===== src/rtl/ipc_pkg.sv =====
// Package: shared sizes, init sequencer states and priority helper for the
// interrupt controller. Assumes eight request inputs and byte-wide words.
package ipc_pkg;
    localparam int NIN = 8;
    localparam int IW  = $clog2(NIN);

    typedef enum logic [1:0] {
        SEQ_IDLE = 2'd0,
        SEQ_BASE = 2'd1,
        SEQ_CASC = 2'd2,
        SEQ_MODE = 2'd3
    } seq_t;

    // Index of the lowest set bit (highest priority); zero when none set.
    function automatic logic [IW-1:0] low_index(input logic [NIN-1:0] v);
        logic [IW-1:0] r;
        r = '0;
        for (int i = NIN - 1; i >= 0; i--) begin
            if (v[i]) r = IW'(i);
        end
        return r;
    endfunction
endpackage


===== src/rtl/ipc_regport.sv =====
// Register port and init sequencer. Decodes command and data writes, holds the
// mask, vector base, cascade word, end-of-interrupt style and read selection.
// Assumes a single write per cycle and synchronous active-low reset.
module ipc_regport
    import ipc_pkg::*;
#(
    parameter int DW = 8
) (
    input  logic          clk,
    input  logic          rst_n,
    input  logic          wr_en,
    input  logic          addr,
    input  logic [DW-1:0] wdata,
    output logic [DW-1:0] imr,
    output logic [DW-1:0] base,
    output logic [DW-1:0] casc_word,
    output logic          aeoi,
    output logic          sel_isr,
    output logic          init_done,
    output logic          init_stb,
    output logic          eoi_stb,
    output logic [IW-1:0] eoi_idx
);
    seq_t seq;
    logic skip_casc;
    logic want_mode;

    logic cmd_wr, data_wr, is_start, is_rsel;
    assign cmd_wr   = wr_en && !addr;
    assign data_wr  = wr_en && addr;
    assign is_start = cmd_wr && wdata[4];
    assign is_rsel  = cmd_wr && !wdata[4] && wdata[3] && wdata[1];

    // Decode the one-shot strobes that the arbiter consumes.
    always_comb begin
        init_stb = is_start;
        eoi_stb  = cmd_wr && init_done && !wdata[4] && !wdata[3] && (wdata[7:5] == 3'b011);
        eoi_idx  = wdata[IW-1:0];
    end

    // Sequence the init words and hold the programmed state.
    always_ff @(posedge clk) begin
        if (!rst_n) begin
            seq       <= SEQ_IDLE;
            imr       <= '1;
            base      <= '0;
            casc_word <= '0;
            aeoi      <= 1'b0;
            sel_isr   <= 1'b0;
            init_done <= 1'b0;
            skip_casc <= 1'b0;
            want_mode <= 1'b0;
        end else if (is_start) begin
            seq       <= SEQ_BASE;
            imr       <= '0;
            aeoi      <= 1'b0;
            sel_isr   <= 1'b0;
            init_done <= 1'b0;
            skip_casc <= wdata[1];
            want_mode <= wdata[0];
        end else if (is_rsel) begin
            sel_isr <= wdata[0];
        end else if (data_wr) begin
            unique case (seq)
                SEQ_BASE: begin
                    base <= wdata;
                    if (!skip_casc)     seq <= SEQ_CASC;
                    else if (want_mode) seq <= SEQ_MODE;
                    else begin
                        seq       <= SEQ_IDLE;
                        init_done <= 1'b1;
                    end
                end
                SEQ_CASC: begin
                    casc_word <= wdata;
                    if (want_mode) seq <= SEQ_MODE;
                    else begin
                        seq       <= SEQ_IDLE;
                        init_done <= 1'b1;
                    end
                end
                SEQ_MODE: begin
                    aeoi      <= wdata[1];
                    seq       <= SEQ_IDLE;
                    init_done <= 1'b1;
                end
                default: imr <= wdata;
            endcase
        end
    end

    assert_mask_load_R4: assert property (@(posedge clk) disable iff (!rst_n)
        (data_wr && !is_start && seq == SEQ_IDLE) |=> (imr == $past(wdata)));

    assert_read_select_R5: assert property (@(posedge clk) disable iff (!rst_n)
        is_rsel |=> (sel_isr == $past(wdata[0])));
endmodule


===== src/rtl/ipc_reqcap.sv =====
// Request capture. Level inputs pass straight through; edge inputs latch a
// rising edge until the arbiter clears them on acknowledge or init restarts.
// Assumes the request lines are already synchronous to clk.
module ipc_reqcap
    import ipc_pkg::*;
(
    input  logic           clk,
    input  logic           rst_n,
    input  logic [NIN-1:0] irq,
    input  logic [NIN-1:0] trig_lvl,
    input  logic [NIN-1:0] clr_mask,
    input  logic           init_stb,
    output logic [NIN-1:0] irr
);
    logic [NIN-1:0] irq_q;
    logic [NIN-1:0] lat;

    // Track the previous line level and hold the latched edges.
    always_ff @(posedge clk) begin
        if (!rst_n) begin
            irq_q <= '0;
            lat   <= '0;
        end else begin
            irq_q <= irq;
            if (init_stb) lat <= '0;
            else          lat <= ((lat & ~clr_mask) | (irq & ~irq_q)) & ~trig_lvl;
        end
    end

    // Per-input choice between live level and latched edge.
    generate
        for (genvar g = 0; g < NIN; g++) begin : g_sel
            assign irr[g] = trig_lvl[g] ? irq[g] : lat[g];
        end
    endgenerate

    assert_edge_hold_R11: assert property (@(posedge clk) disable iff (!rst_n)
        !init_stb |=> ((($past(lat) & ~$past(clr_mask) & ~$past(trig_lvl)) & ~lat) == '0));
endmodule


===== src/rtl/ipc_arbiter.sv =====
// Priority resolution, in-service register, acknowledge handling, vector
// formation and cascade signalling. Input 0 is highest priority. Assumes at
// most one end-of-interrupt command per cycle.
module ipc_arbiter
    import ipc_pkg::*;
#(
    parameter int DW = 8
) (
    input  logic           clk,
    input  logic           rst_n,
    input  logic [NIN-1:0] irr,
    input  logic [NIN-1:0] imr,
    input  logic [NIN-1:0] trig_lvl,
    input  logic [DW-1:0]  base,
    input  logic [DW-1:0]  casc_word,
    input  logic           aeoi,
    input  logic           init_done,
    input  logic           init_stb,
    input  logic           eoi_stb,
    input  logic [IW-1:0]  eoi_idx,
    input  logic           ack,
    input  logic           slave_mode,
    input  logic [IW-1:0]  casc_sel,
    output logic [NIN-1:0] isr,
    output logic [NIN-1:0] edge_clr,
    output logic           int_out,
    output logic           give_vec,
    output logic [DW-1:0]  vec,
    output logic           casc_vld,
    output logic [IW-1:0]  casc_id
);
    logic [NIN-1:0] req, win_oh, eoi_oh;
    logic [IW-1:0]  req_idx, isr_idx;
    logic           eligible, respond, grant, to_casc;

    // Rank pending requests against the in-service level and form the grant.
    always_comb begin
        req      = irr & ~imr;
        req_idx  = low_index(req);
        isr_idx  = low_index(isr);
        eligible = (|req) && (!(|isr) || (req_idx < isr_idx));
        int_out  = init_done && eligible;
        respond  = ack && init_done && (!slave_mode || (casc_sel == casc_word[IW-1:0]));
        grant    = respond && eligible;
        win_oh   = grant ? (NIN'(1) << req_idx) : '0;
        to_casc  = grant && !slave_mode && casc_word[req_idx];
        edge_clr = win_oh & ~trig_lvl;
        eoi_oh   = eoi_stb ? (NIN'(1) << eoi_idx) : '0;
        give_vec = respond && !to_casc;
        vec      = base + DW'(grant ? req_idx : IW'(NIN - 1));
    end

    // Update in-service bits from grants and end-of-interrupt commands.
    always_ff @(posedge clk) begin
        if (!rst_n)        isr <= '0;
        else if (init_stb) isr <= '0;
        else               isr <= (isr & ~eoi_oh) | (aeoi ? '0 : win_oh);
    end

    // Register the cascade hand-off pulse and code.
    always_ff @(posedge clk) begin
        if (!rst_n) begin
            casc_vld <= 1'b0;
            casc_id  <= '0;
        end else begin
            casc_vld <= to_casc;
            casc_id  <= req_idx;
        end
    end

    assert_uninit_isr_R1: assert property (@(posedge clk) disable iff (!rst_n)
        !init_done |=> (isr == '0));

    assert_spurious_isr_R10: assert property (@(posedge clk) disable iff (!rst_n)
        (respond && !eligible && !eoi_stb && !init_stb) |=> (isr == $past(isr)));

    assert_eoi_clears_R8: assert property (@(posedge clk) disable iff (!rst_n)
        (eoi_stb && !init_stb && !(grant && !aeoi && req_idx == eoi_idx))
        |=> !isr[$past(eoi_idx)]);

    assert_aeoi_no_growth_R9: assert property (@(posedge clk) disable iff (!rst_n)
        (aeoi && !init_stb) |=> ($countones(isr) <= $countones($past(isr))));
endmodule


===== src/rtl/irq_prio_ctrl.sv =====
// Top of the eight-input priority interrupt controller. Joins the register
// port, request capture and arbiter, and registers the read/vector byte.
// Assumes rd_en and ack are single-cycle strobes; ack wins the read byte.
module irq_prio_ctrl
    import ipc_pkg::*;
(
    input  logic           clk,
    input  logic           rst_n,
    input  logic           wr_en,
    input  logic           rd_en,
    input  logic           addr,
    input  logic [7:0]     wdata,
    output logic [7:0]     rdata,
    input  logic [NIN-1:0] irq,
    input  logic [NIN-1:0] trig_lvl,
    input  logic           ack,
    output logic           vec_vld,
    output logic           int_out,
    input  logic           slave_mode,
    input  logic [IW-1:0]  casc_sel,
    output logic           casc_vld,
    output logic [IW-1:0]  casc_id
);
    localparam int DW = 8;

    logic [DW-1:0]  imr, base, casc_word, vec;
    logic [NIN-1:0] irr, isr, edge_clr;
    logic           aeoi, sel_isr, init_done, init_stb, eoi_stb, give_vec;
    logic [IW-1:0]  eoi_idx;

    ipc_regport #(.DW(DW)) u_regport (
        .clk(clk), .rst_n(rst_n), .wr_en(wr_en), .addr(addr), .wdata(wdata),
        .imr(imr), .base(base), .casc_word(casc_word), .aeoi(aeoi),
        .sel_isr(sel_isr), .init_done(init_done), .init_stb(init_stb),
        .eoi_stb(eoi_stb), .eoi_idx(eoi_idx)
    );

    ipc_reqcap u_reqcap (
        .clk(clk), .rst_n(rst_n), .irq(irq), .trig_lvl(trig_lvl),
        .clr_mask(edge_clr), .init_stb(init_stb), .irr(irr)
    );

    ipc_arbiter #(.DW(DW)) u_arbiter (
        .clk(clk), .rst_n(rst_n), .irr(irr), .imr(imr), .trig_lvl(trig_lvl),
        .base(base), .casc_word(casc_word), .aeoi(aeoi), .init_done(init_done),
        .init_stb(init_stb), .eoi_stb(eoi_stb), .eoi_idx(eoi_idx), .ack(ack),
        .slave_mode(slave_mode), .casc_sel(casc_sel), .isr(isr),
        .edge_clr(edge_clr), .int_out(int_out), .give_vec(give_vec), .vec(vec),
        .casc_vld(casc_vld), .casc_id(casc_id)
    );

    // Register the outgoing byte: vector on acknowledge, else the selected register.
    always_ff @(posedge clk) begin
        if (!rst_n) begin
            rdata   <= '0;
            vec_vld <= 1'b0;
        end else begin
            vec_vld <= give_vec;
            if (give_vec)   rdata <= vec;
            else if (rd_en) rdata <= addr ? imr : (sel_isr ? isr : irr);
        end
    end

    assert_vector_sum_R3: assert property (@(posedge clk) disable iff (!rst_n)
        give_vec |=> (vec_vld && rdata[7:3] == $past(base[7:3])));
endmodule


===== config.mk =====
export PLATFORM = sky130hd
export DESIGN_NAME = irq_prio_ctrl
export DESIGN_NICKNAME = d
export VERILOG_FILES = /design/src/rtl/ipc_pkg.sv /design/src/rtl/ipc_regport.sv /design/src/rtl/ipc_reqcap.sv /design/src/rtl/ipc_arbiter.sv /design/src/rtl/irq_prio_ctrl.sv
export SDC_FILE = /design/constraint.sdc
export NUM_CORES = 1
export LEC_CHECK = 0
export ABC_AREA = 1
export BUFFER_PORTS_ARGS = -buffer_cell sky130_fd_sc_hd__buf_4
export CORE_ASPECT_RATIO = 1.5
export CORE_MARGIN = 10
export CORE_UTILIZATION = 30
export DETAILED_ROUTE_END_ITERATION = 8
export PLACE_DENSITY_LB_ADDON = 0.12
export RECOVER_POWER = 100
export SLEW_MARGIN = 5
export SYNTH_ARGS = -nofsm -noshare
export SYNTH_HDL_FRONTEND = slang
export SYNTH_SLANG_ARGS = --single-unit

===== constraint.sdc =====
create_clock -name clk -period 8 [get_ports clk]
set_clock_uncertainty 0.05 [all_clocks]
set_input_delay 1.2 -clock clk [delete_from_list [all_inputs] [get_ports clk]]
set_output_delay 1.2 -clock clk [all_outputs]
set_load 0.01 [all_outputs]

==> summary.txt, run 1 <==
Floorplan
  • Full die area: 0.0168 sq mm
  • Rows: 48
  • Die Y: 154 microns
  • Initial Utilization: 0.308
  • CORE AREA: 0.0116 sq mm
  • Die W: 109 microns
  • IO Pins: 48

Power
  • Comb power frac: 0.138
  • Peak VDD IR: 89.4 uV
  • Leak: between 0.0015 and 0.002 uW
  • Power density cells: 201 mW/mm^2
  • Switching fraction of total power: 0.266
  • Clock power share: 0.444
  • Switching pwr: 229 uW
  • Int Power: approximately 630 uW
  • Sequential Power Share: 0.418

Yosys
  • Cells after Synth: just over 500
  • Register area share after synthesis: 0.381
  • Yosys reg bits: 68
  • Mapped Area: between 0.003 and 0.004 sq mm
  • Post-synthesis net count: about 540
  • Cell variety after synth: 39
  • Synth warn: 0
  • Average size of a mapped cell: between 7 and 8 sq um

Clock tree
  • CTS Buf Count: 9
  • Post-cts gate resize count: 0
  • CTS max path bufs: 2
  • CTS H-tree lvls: 3
  • Root Buffer: clkbuf_16
  • Setup bufs post-CTS: 0
  • Reg clk slew, reported paths: ~50 ps
  • Later-pin clock latency in the skew report: 330 ps
  • CTS Hold Buffers Added: 0
  • CTS Sinks: 68
  • TritonCTS clock tree: done

GRT
  • Gr ovfl total: 0
  • Initial antenna violation count: 0
  • Met3 Resource Use GR: 0.0301
  • Gr busiest metal: met2
  • Vias in the first global route: 3419
  • First-pass GRT wire length: roughly 18 mm
  • GRT met1 Usage: 0.157
  • Global Route Usage Sum: 0.140
  • Pin count of the biggest net entering global routing: 38
  • Met2 Usage GRT: 0.246

STA
  • Final worst path period share: 0.544
  • Fin crit period: 4350 ps
  • RSZ-0062 raised after global routing: no
  • Final Setup Violations: 0
  • Hold slack: 417 ps
  • Rel. slew slack: -0.160
  • Fmax: approximately 230 MHz
  • Final slew viol count: 38
  • Setup TNS: 0 ps
  • Worst-margin pin slew: around 1700 ps
  • Final hold violations: 0

Setup path
  • Required time of the critical path: 8170 ps
  • Setup crit end kind: register
  • WP data arrival: between 4000 and 5000 ps
  • CP max FO: 6
  • Critical path type: input port to register
  • Startpoint types: input port

Cells and area
  • # diodes: 0
  • Synth-to-Final Area Change: 19.5%
  • Post-route cell area: 0.00427 sq mm
  • Share of cells above drive strength 1: 0.144
  • Post-layout util: 0.368
  • Nets: 589
  • Non-Filler Instances: slightly above 700

Outcome
  • Status: complete, but fails checks
  • Violated checks: capacitance limit, slew limit

Place
  • Routability cong.: about 0.95
  • IO buf count: 47
  • DP Cell Count: 689
  • DP HPWL: 8.83 mm
  • Total placed instance area: 0.00406 sq mm

Routing
  • DRC viols: 0
  • Drt first pass iters: 4
  • Initial DRC count: approximately 160
  • Avg WL per Cell: 16.2 microns
  • Final WL: roughly 11 mm
  • Via density: 4.86
  • Detail Route Antenna Nets: 0
  • Vias post-DR: 3425

Worst hold path
  • Hold Path Class: register to register

Flow run
  • Max-cap violations: 1
## routing by layer
metal  wire, microns  up-vias
met4             333        0
met3             426       18
met1            4710     1596
met2            5980       59
li1                -     1752
met5               0        -
## worst max-delay path, stage by stage
cell      delay (ps)
clkbuf_4         110
inv_1             60
nand2_1           60
nand2_1           90
nand2_1          110
nand2_1           90
nor2_1            60
nor3_1           250
ha_1             290
o21a_1           100
nand2_1           60
nand2_1           50
nand2_2           60
nand3_1          220
inv_1            180
nand2_1          130
ha_1             350
a21oi_1          140
inv_1             60
a31oi_1          240
nor2_1           110
nand3_1           90
xor2_1           140
nand3_1           80
nand3_1          110
nor2_1            50
## cells in the final DEF (no fill, tap or decap), types with 7 or more instances in the layout
cell / count
clkbuf_1: 19
inv_1: 63
inv_2: 7
a21oi_1: 41
buf_4: 31
a31oi_1: 10
dfxtp_1: 68
nand2_1: 105
nor2_1: 50
xnor2_1: 7
nor3_1: 8
o41ai_1: 8
nand2_2: 15
clkbuf_16: 9
o21ai_0: 35
nand3b_1: 11
nand3_1: 19
## through the flow
stage | total power, uW | setup WS (ps)
floorplan | 442 | 4040
global placement | 489 | 3680
detailed placement | 490 | 3590
CTS | 872 | 3920
global route | 895 | 3360
finish | 858 | 3650
## cell type report
cell class | instances | area [sq um]
repair buffers | 48 | 300
clock inverters | 1 | 5.00
clock buffers | 15 | 278
fillers | 1263 | 7320
well taps | 150 | 188
multi-input cells | 351 | 1870
flip-flops and latches | 68 | 1360
inverters | 72 | 270
## cell usage after synthesis, drive strengths merged
cell | instances | area (sq um)
a211oi | 2 | 15.0
a21oi | 44 | 243
a221oi | 1 | 8.76
a22oi | 1 | 7.51
a31oi | 10 | 62.6
buf | 3 | 21.3
clkbuf | 11 | 41.3
clkinv | 2 | 7.51
dfxtp | 68 | 1360
fa | 1 | 20.0
ha | 4 | 50.1
inv | 70 | 263
nand2 | 125 | 556
nand3 | 21 | 120
nand3b | 11 | 82.6
nand4 | 5 | 31.3
nor2 | 51 | 199
nor3 | 9 | 50.1
nor4 | 1 | 6.26
o21a | 5 | 37.5
o21ai | 35 | 175
o221ai | 2 | 17.5
o22a | 4 | 35.0
o22ai | 1 | 6.26
o31ai | 1 | 7.51
o41ai | 8 | 70.1
or2 | 1 | 6.26
xnor2 | 7 | 61.3
xor2 | 1 | 8.76
## flip-flops by register name, indices dropped and copies added (netlist names), 2 cells and up
register / flops
u_regport.base: 8
rdata: 8
u_regport.imr: 8
u_arbiter.isr: 8
u_reqcap.lat: 8
u_regport.seq: 2
u_regport.casc_word: 8
u_arbiter.casc_id: 3
u_reqcap.irq_q: 8
## worst paths after layout
check	startpoint	depth (start not counted)	to	slack [ps]
max	trig_lvl[4]	26	rdata[7]	3650
min	u_arbiter.isr[6]	2	u_arbiter.isr[6]	420
max reg2reg	u_reqcap.lat[0]	23	rdata[7]	4370
min reg2reg	u_arbiter.isr[6]	2	u_arbiter.isr[6]	420
## power by group through the flow
| stage | registers (uW) | logic, uW | clock network [uW] |
|---|---|---|---|
| global route | 361 | 133 | 401 |
| detailed placement | 367 | 124 | 0 |
| CTS | 359 | 124 | 388 |
| global placement | 366 | 123 | 0 |
| finish | 359 | 118 | 381 |
| floorplan | 367 | 74.5 | 0 |
## cells by family after synthesis
logic type,after synthesis,synth area share
XOR/XNOR,8,0.0196
buffers and inverters,86,0.0932
flip-flops,68,0.381
AO/OA/AOI/OAI,114,0.192
adder cells (fa/ha/maj),5,0.0196
AND/OR/NAND/NOR,224,0.294
(Power assumes the default switching activity.)
==> run 2, diff against run 1 <==
--- a/config.mk
+++ b/config.mk
@@ -5,7 +5,7 @@
 export SDC_FILE = /design/constraint.sdc
 export NUM_CORES = 1
 export LEC_CHECK = 0
-export ABC_AREA = 1
+export ABC_AREA = 0
 export BUFFER_PORTS_ARGS = -buffer_cell sky130_fd_sc_hd__buf_4
 export CORE_ASPECT_RATIO = 1.5
 export CORE_MARGIN = 10
==> constraint.sdc (replaced) <==
create_clock -name clk -period 4.5 [get_ports clk]
set_clock_uncertainty 0.05 [all_clocks]
set_input_delay 0.675 -clock clk [delete_from_list [all_inputs] [get_ports clk]]
set_output_delay 0.675 -clock clk [all_outputs]
set_load 0.01 [all_outputs]
==> run 2 against run 1 <==
Compared with the run above:
- the run now ends clean
- worst setup slack lost 3300 ps
- area after synthesis grew 5.3%
- combinational power grew 94%
- sequential power grew 80%
- core utilization shrank 0.70 points
- hold slack lost 9.4 ps
- die area grew 4.5%
- largest cell class unchanged
- highest routed layer unchanged
==> summary.txt, run 2 <==
Yosys
  • Simple-gate share of the synthesized area: 0.252 (-0.0422)
  • Yosys reg bits: 68 (unchanged)
  • Top cells by area, synth: dfxtp_1 (36%), nand2_1 (6.8%), a21oi_1 (5.6%)
  • Cell variety after synth: 56 (+44%)
  • Average size of a mapped cell: 7.77 sq um (+9.9%)
  • Mapped Area: 0.00376 sq mm (+5.3%)
  • FFs w/ async S/R, synth: 0 (unchanged)
  • Ys flop type: dfxtp_1
  • Area share of fa/ha/maj cells after synthesis: 0.0186 (-0.000992)
  • Mux cell area share after synthesis: 0.0615 (+0.0615)
  • Post-synth top area share: 0.362 (-0.0193)
  • EDFF count, synth: 0 (unchanged)
  • Post-synthesis net count: 523 (-3.9%)
  • Synth Area in XOR/XNOR: 0.0210 (+0.00134)
  • Register area share after synthesis: 0.362 (-0.0193)
  • Synth warn: 0 (unchanged)
  • Leading area contributor after synthesis: dfxtp_1
  • Largest family of logic cells by synthesized area: simple AND/OR/NAND/NOR gates
  • Cells after Synth: 484 (-4.2%)
  • Post-synthesis compound-gate area fraction: 0.241 (+0.0488)
  • Most frequent cells after synthesis: dfxtp_1 (68), nand2_1 (68), a21oi_1 (42), nor2_1 (37), nand3_1 (31)

Setup path
  • CP max FO: 4 (-2)
  • WP data arrival: 4380 ps (-140 ps)
  • Startpoint types: input port
  • Setup crit end kind: register
  • R2r setup slk: 530 ps (-3840 ps)
  • Crit path cell chain: buf_4 -> mux2i_1 -> o22ai_1 -> o211ai_2 -> inv_1 -> ha_1 -> a21boi_0 -> a41oi_1 -> o31ai_1 -> a21o_1 -> or3b_1 -> ha_1 -> a21o_1 -> a21oi_1 -> nor3_1 -> xnor2_1 -> nor3_1 -> nand3_1 -> nand3_1
  • WP buf/inv: 2 (-2)
  • Required time of the critical path: 4730 ps (-3440 ps)
  • CP top delay family: compound AO/OA/AOI/OAI gates
  • Critical path type: input port to register
  • Worst path max stage delay: 430 ps (+80 ps)
  • Slowest-stage cell, CP: or3b_1

Clock tree
  • CTS Hold Buffers Added: 0 (unchanged)
  • CTS max path bufs: 2 (unchanged)
  • Root Buffer: clkbuf_16
  • Later-pin clock latency in the skew report: 340 ps (about the same)
  • Post-cts gate resize count: 0 (unchanged)
  • CTS H-tree lvls: 3 (unchanged)
  • CTS Sinks: 68 (unchanged)
  • Setup bufs post-CTS: 0 (unchanged)
  • Reg clk slew, reported paths: 50 ps (about the same)
  • CTS Buf Count: 9 (unchanged)
  • TritonCTS clock tree: done

GRT
  • Gr ovfl total: 0 (unchanged)
  • Initial antenna violation count: 0 (unchanged)
  • Vias in the first global route: 3554 (+3.9%)
  • Pin count of the biggest net entering global routing: 27 (-29%)
  • Global Route Usage Sum: 0.146 (+0.00614)
  • First-pass GRT wire length: 20.0 mm (+10%)

Cells and area
  • Most frequent cells in the layout: nand2_1 (68), dfxtp_1 (68), a21oi_1 (42), buf_4 (41), nor2_1 (37)
  • Nets: 571 (-3.1%)
  • Post-layout util: 0.361 (-0.00699)
  • Share of cells above drive strength 1: 0.122 (-0.0220)
  • # diodes: 0 (unchanged)
  • Post-route cell area: 0.00447 sq mm (+4.8%)
  • Synth-to-Final Area Change: 19.0%

Routing
  • Via density: 5.35 (+10%)
  • Drt first pass iters: 4 (unchanged)
  • Detail Route Antenna Nets: 0 (unchanged)
  • Avg WL per Cell: 18.9 microns (+17%)
  • Vias post-DR: 3681 (+7.5%)
  • DRC viols: 0 (unchanged)
  • Initial DRC count: 239 (+54%)
  • Final WL: 13.0 mm (+14%)

Floorplan
  • Die Y: 157 microns (+2.3%)
  • Initial Utilization: 0.304 (-0.00444)
  • CORE AREA: 0.0124 sq mm (+6.9%)
  • Rows: 50 (+4.2%)
  • IO Pins: 48 (unchanged)
  • Full die area: 0.0175 sq mm (+4.5%)
  • Die W: 111 microns (+2.1%)

Worst hold path
  • Hold Path Class: register to register

Power
  • PnR Total Power: 1470 uW (+72%)
  • Clock power share: 0.407 (-0.037)
  • Leak: 0.00166 uW (-14%)
  • Power density cells: 329 mW/mm^2 (+64%)
  • Switching pwr: 405 uW (+77%)
  • Comb power frac: 0.155 (+0.017)
  • Int Power: 1070 uW (+70%)
  • Sequential Power Share: 0.438 (+0.020)
  • Switching fraction of total power: 0.275 (+0.00860)
  • Peak VDD IR: 195 uV (+120%)

STA
  • Final slew viol count: 0 (-100%)
  • Final hold violations: 0 (unchanged)
  • Worst-margin pin slew: 1370 ps (-367 ps)
  • Final Setup Violations: 0 (unchanged)
  • Setup TNS: 0 ps (unchanged)
  • Rel. slew slack: 0.0778 (+0.237)
  • Fin crit period: 4150 ps
  • Final worst path period share: 0.922
  • Fmax: 241 MHz
  • RSZ-0062 raised after global routing: no

Place
  • Total placed instance area: 0.00432 sq mm (+6.4%)
  • IO buf count: 47 (unchanged)
  • DP HPWL: 9.89 mm (+12%)
  • Routability cong.: 0.891 (-6.7%)

Outcome
  • Status: finished, final reports clean

Flow run
  • Max-cap violations: 0 (-1)
==> run 2: cell types whose count changed in the layout (fill, tap and decap cells not counted), sizes merged, moves of 10 or more <==
cell   before  now
nand2     125   68
inv        70   17
mux2i       0   19
nor2       51   37
nor2b       0   13
o21ai      35   23
buf        31   41
nand3      21   31
==> run 2: metrics by stage <==
stage | worst slack [ps] | hold WS (ps) | cells
after floorplan | 220 | 383 | 484
after global placement | 61.5 | 400 | 677
after detailed placement | 25.4 | 402 | 677
after CTS | 366 | 411 | 688
after global routing | 21.7 | 432 | 688
final | 353 | 408 | 688
==> run 2: worst paths after layout <==
check,startpoint,end,cells past startpoint
max,trig_lvl[5],rdata[7],19
min,u_regport.casc_word[4],u_regport.casc_word[4],2
max reg2reg,u_reqcap.lat[5],rdata[7],18
min reg2reg,u_regport.casc_word[4],u_regport.casc_word[4],2
==> run 2: cells by family after synthesis <==
group / count (synthesis)
flops: 68
mux: 22
buf+inv: 43
fa+ha+maj: 5
xor+xnor: 9
simple gates: 200
compound gates: 137
==> run 2: layout make-up <==
cell class	count	area [sq um]
Multi-Input combinational cell	373	2230
Sequential cell	68	1360
Clock inverter	1	5.00
Inverter	19	71.3
Tap cell	156	195
Fill cell	1333	7910
Timing Repair Buffer	61	383
Clock buffer	10	229
==> run 2: power by group through the flow <==
stage               sequential (uW)  combinational [uW]  clock [uW]
finish                          645                 229         600
global placement                657                 238           0
CTS                             645                 239         612
floorplan                       655                 129           0
detailed placement              657                 239           0
global route                    647                 250         638
==> run 2: routing by layer <==
layer	up-vias	part of all wire	track usage
met5	-	0	0
met4	0	0.021	0.0583
met3	20	0.031	0.0278
met2	76	0.52	0.265
met1	1752	0.43	0.163
li1	1833	-	-
==> run 2: worst register-to-register path, cell delays in order, from the launching register on <==
cell,delay [ps]
dfxtp_1,300
mux2i_1,300
o22ai_1,250
o211ai_2,210
inv_1,80
ha_1,200
a21boi_0,120
a41oi_1,190
o31ai_1,100
a21o_1,210
or3b_1,430
ha_1,290
a21o_1,180
a21oi_1,300
nor3_1,130
xnor2_1,130
nor3_1,190
nand3_1,120
nand3_1,130
==> run 3, diff against run 2 <==
--- a/config.mk
+++ b/config.mk
@@ -10,6 +10,7 @@
 export CORE_ASPECT_RATIO = 1.5
 export CORE_MARGIN = 10
 export CORE_UTILIZATION = 30
+export CTS_BUF_LIST = sky130_fd_sc_hd__clkbuf_4 sky130_fd_sc_hd__clkbuf_8 sky130_fd_sc_hd__clkbuf_16
 export DETAILED_ROUTE_END_ITERATION = 8
 export PLACE_DENSITY_LB_ADDON = 0.12
 export RECOVER_POWER = 100
==> run 3 against run 2 <==
Compared with the run above:
- sequential power about the same
- flip-flop and latch count is the same
- register-to-register slack about the same
- via count unchanged
- first-iteration DRC count unchanged
- final area is essentially flat
- largest power group unchanged
==> summary.txt, run 3 (synthesized netlist as in run 2, its figures left out) <==
Routing
  • DRC viols: 0 (unchanged)
  • Vias post-DR: 3681 (unchanged)
  • Drt first pass iters: 4 (unchanged)
  • Via density: 5.35 (unchanged)
  • Final WL: 13.0 mm (unchanged)
  • Avg WL per Cell: 18.9 microns (unchanged)
  • Detail Route Antenna Nets: 0 (unchanged)
  • Initial DRC count: 239 (unchanged)

Outcome
  • Status: finished, final reports clean

Cells and area
  • Nets: 571 (unchanged)
  • # diodes: 0 (unchanged)
  • Most frequent cells in the layout: nand2_1 (68), dfxtp_1 (68), a21oi_1 (42), buf_4 (41), nor2_1 (37)
  • Synth-to-Final Area Change: 19.1% (about the same)
  • Share of cells above drive strength 1: 0.124 (+0.00188)
  • Post-route cell area: 0.00448 sq mm (about the same)

Clock tree
  • Root Buffer: clkbuf_16
  • CTS Buf Count: 9 (unchanged)
  • CTS H-tree lvls: 3 (unchanged)
  • CTS max path bufs: 2 (unchanged)
  • Reg clk slew, reported paths: 50 ps (about the same)
  • TritonCTS clock tree: done
  • Post-cts gate resize count: 0 (unchanged)
  • CTS Hold Buffers Added: 0 (unchanged)
  • Setup bufs post-CTS: 0 (unchanged)
  • CTS Sinks: 68 (unchanged)
  • Later-pin clock latency in the skew report: 340 ps (about the same)

Power
  • Clock power share: 0.410 (+0.003)
  • Int Power: 1070 uW (+0.56%)
  • Switching pwr: 405 uW (about the same)
  • Peak VDD IR: 195 uV (about the same)
  • Leak: 0.00166 uW (+0.21%)
  • Sequential Power Share: 0.436 (-0.002)
  • Power density cells: 330 mW/mm^2 (+0.33%)
  • Comb power frac: 0.155 (about the same)
  • Switching fraction of total power: 0.274 (-0.00105)

GRT
  • Vias in the first global route: 3554 (unchanged)
  • Pin count of the biggest net entering global routing: 27 (unchanged)
  • First-pass GRT wire length: 20.0 mm (unchanged)
  • Global Route Usage Sum: 0.146 (unchanged)
  • Gr ovfl total: 0 (unchanged)
  • Initial antenna violation count: 0 (unchanged)

Setup path
  • CP max FO: 4 (unchanged)
  • Slowest-stage cell, CP: or3b_1
  • Worst path max stage delay: 430 ps (about the same)
  • WP data arrival: 4380 ps (about the same)
  • R2r endpoint: rdata[7]
  • Critical path type: input port to register
  • Reg-to-Reg Start: u_reqcap.lat[5]
  • R2r setup slk: 530 ps (about the same)
  • Worst R2R Path Depth: 18 (unchanged)
  • Required time of the critical path: 4730 ps (about the same)
  • Crit path cell chain: buf_4 -> mux2i_1 -> o22ai_1 -> o211ai_2 -> inv_1 -> ha_1 -> a21boi_0 -> a41oi_1 -> o31ai_1 -> a21o_1 -> or3b_1 -> ha_1 -> a21o_1 -> a21oi_1 -> nor3_1 -> xnor2_1 -> nor3_1 -> nand3_1 -> nand3_1
  • Setup crit end kind: register
  • Startpoint types: input port

Worst hold path
  • Hold depth: 2 (unchanged)
  • Hold Startpoint: u_regport.casc_word[4]
  • Hold Path Class: register to register
  • Hold path endpoint: u_regport.casc_word[4]

STA
  • Fmax: 241 MHz (unchanged)
  • RSZ-0062 raised after global routing: no
  • Fin crit period: 4150 ps (unchanged)
  • Final Setup Violations: 0 (unchanged)
  • Setup TNS: 0 ps (unchanged)
  • Worst setup margin: 353 ps (unchanged)
  • Rel. slew slack: 0.0778 (unchanged)
  • Worst-margin pin slew: 1370 ps (unchanged)
  • Final hold violations: 0 (unchanged)
  • Final worst path period share: 0.922 (unchanged)
  • Final slew viol count: 0 (unchanged)

Place
  • Post-Place Worst Slack: 25.4 ps (unchanged)
  • Routability cong.: 0.891 (unchanged)
  • IO buf count: 47 (unchanged)
  • DP HPWL: 9.89 mm (unchanged)
  • Total placed instance area: 0.00432 sq mm (unchanged)

Floorplan
  • CORE AREA: 0.0124 sq mm (unchanged)
  • Initial Utilization: 0.304 (unchanged)
  • Die Y: 157 microns (unchanged)
  • IO Pins: 48 (unchanged)
  • Die W: 111 microns (unchanged)
  • Rows: 50 (unchanged)
  • Full die area: 0.0175 sq mm (unchanged)

Flow run
  • Max-cap violations: 0 (unchanged)
[run 3: metal layers]
metal  routed length (microns)  share of wire  track usage  vias up
li1                          -              -            -     1833
met1                      5570           0.43        0.163     1752
met2                      6790           0.52        0.265       76
met3                       407          0.031       0.0278       20
met4                       268          0.021       0.0583        0
met5                         0              0            0        -
[run 3: worst max-delay path by stage]
stage,from,end
3_5_place_dp,trig_lvl[5],rdata[7]
3_3_place_gp,trig_lvl[5],rdata[7]
2_1_floorplan,trig_lvl[7],rdata[6]
4_1_cts,trig_lvl[5],rdata[7]
6_report,trig_lvl[5],rdata[7]
5_1_grt,trig_lvl[5],rdata[7]
[run 3: power groups by stage]
stage	Sequential, uW	Combinational, uW	Clock (uW)
after floorplan	655	129	0
after global placement	657	238	0
after detailed placement	657	239	0
after CTS	645	239	619
after global routing	647	250	644
final	645	229	606
[run 3: cell type report]
class	count	area, sq um
well taps	156	195
fillers	1331	7910
clock buffers	10	233
multi-input cells	373	2230
clock inverters	1	5.00
inverters	19	71.3
repair buffers	61	383
flip-flops and latches	68	1360
[run 3: metrics by stage]
stage | power [uW] | utilization | instances | hold slack (ps)
2_1_floorplan | 784 | - | 484 | 383
6_report | 1480 | 0.362 | 688 | 408
3_3_place_gp | 895 | 0.349 | 677 | 400
3_5_place_dp | 896 | 0.349 | 677 | 402
5_1_grt | 1540 | 0.362 | 688 | 432
4_1_cts | 1500 | 0.368 | 688 | 411
[run 3: critical path, delay by kind of cell]
kind,cells,cell delay [ps]
compound gates,8,1550
simple gates,5,1000
fa+ha+maj,2,490
mux,1,350
buf+inv,2,170
xor+xnor,1,130
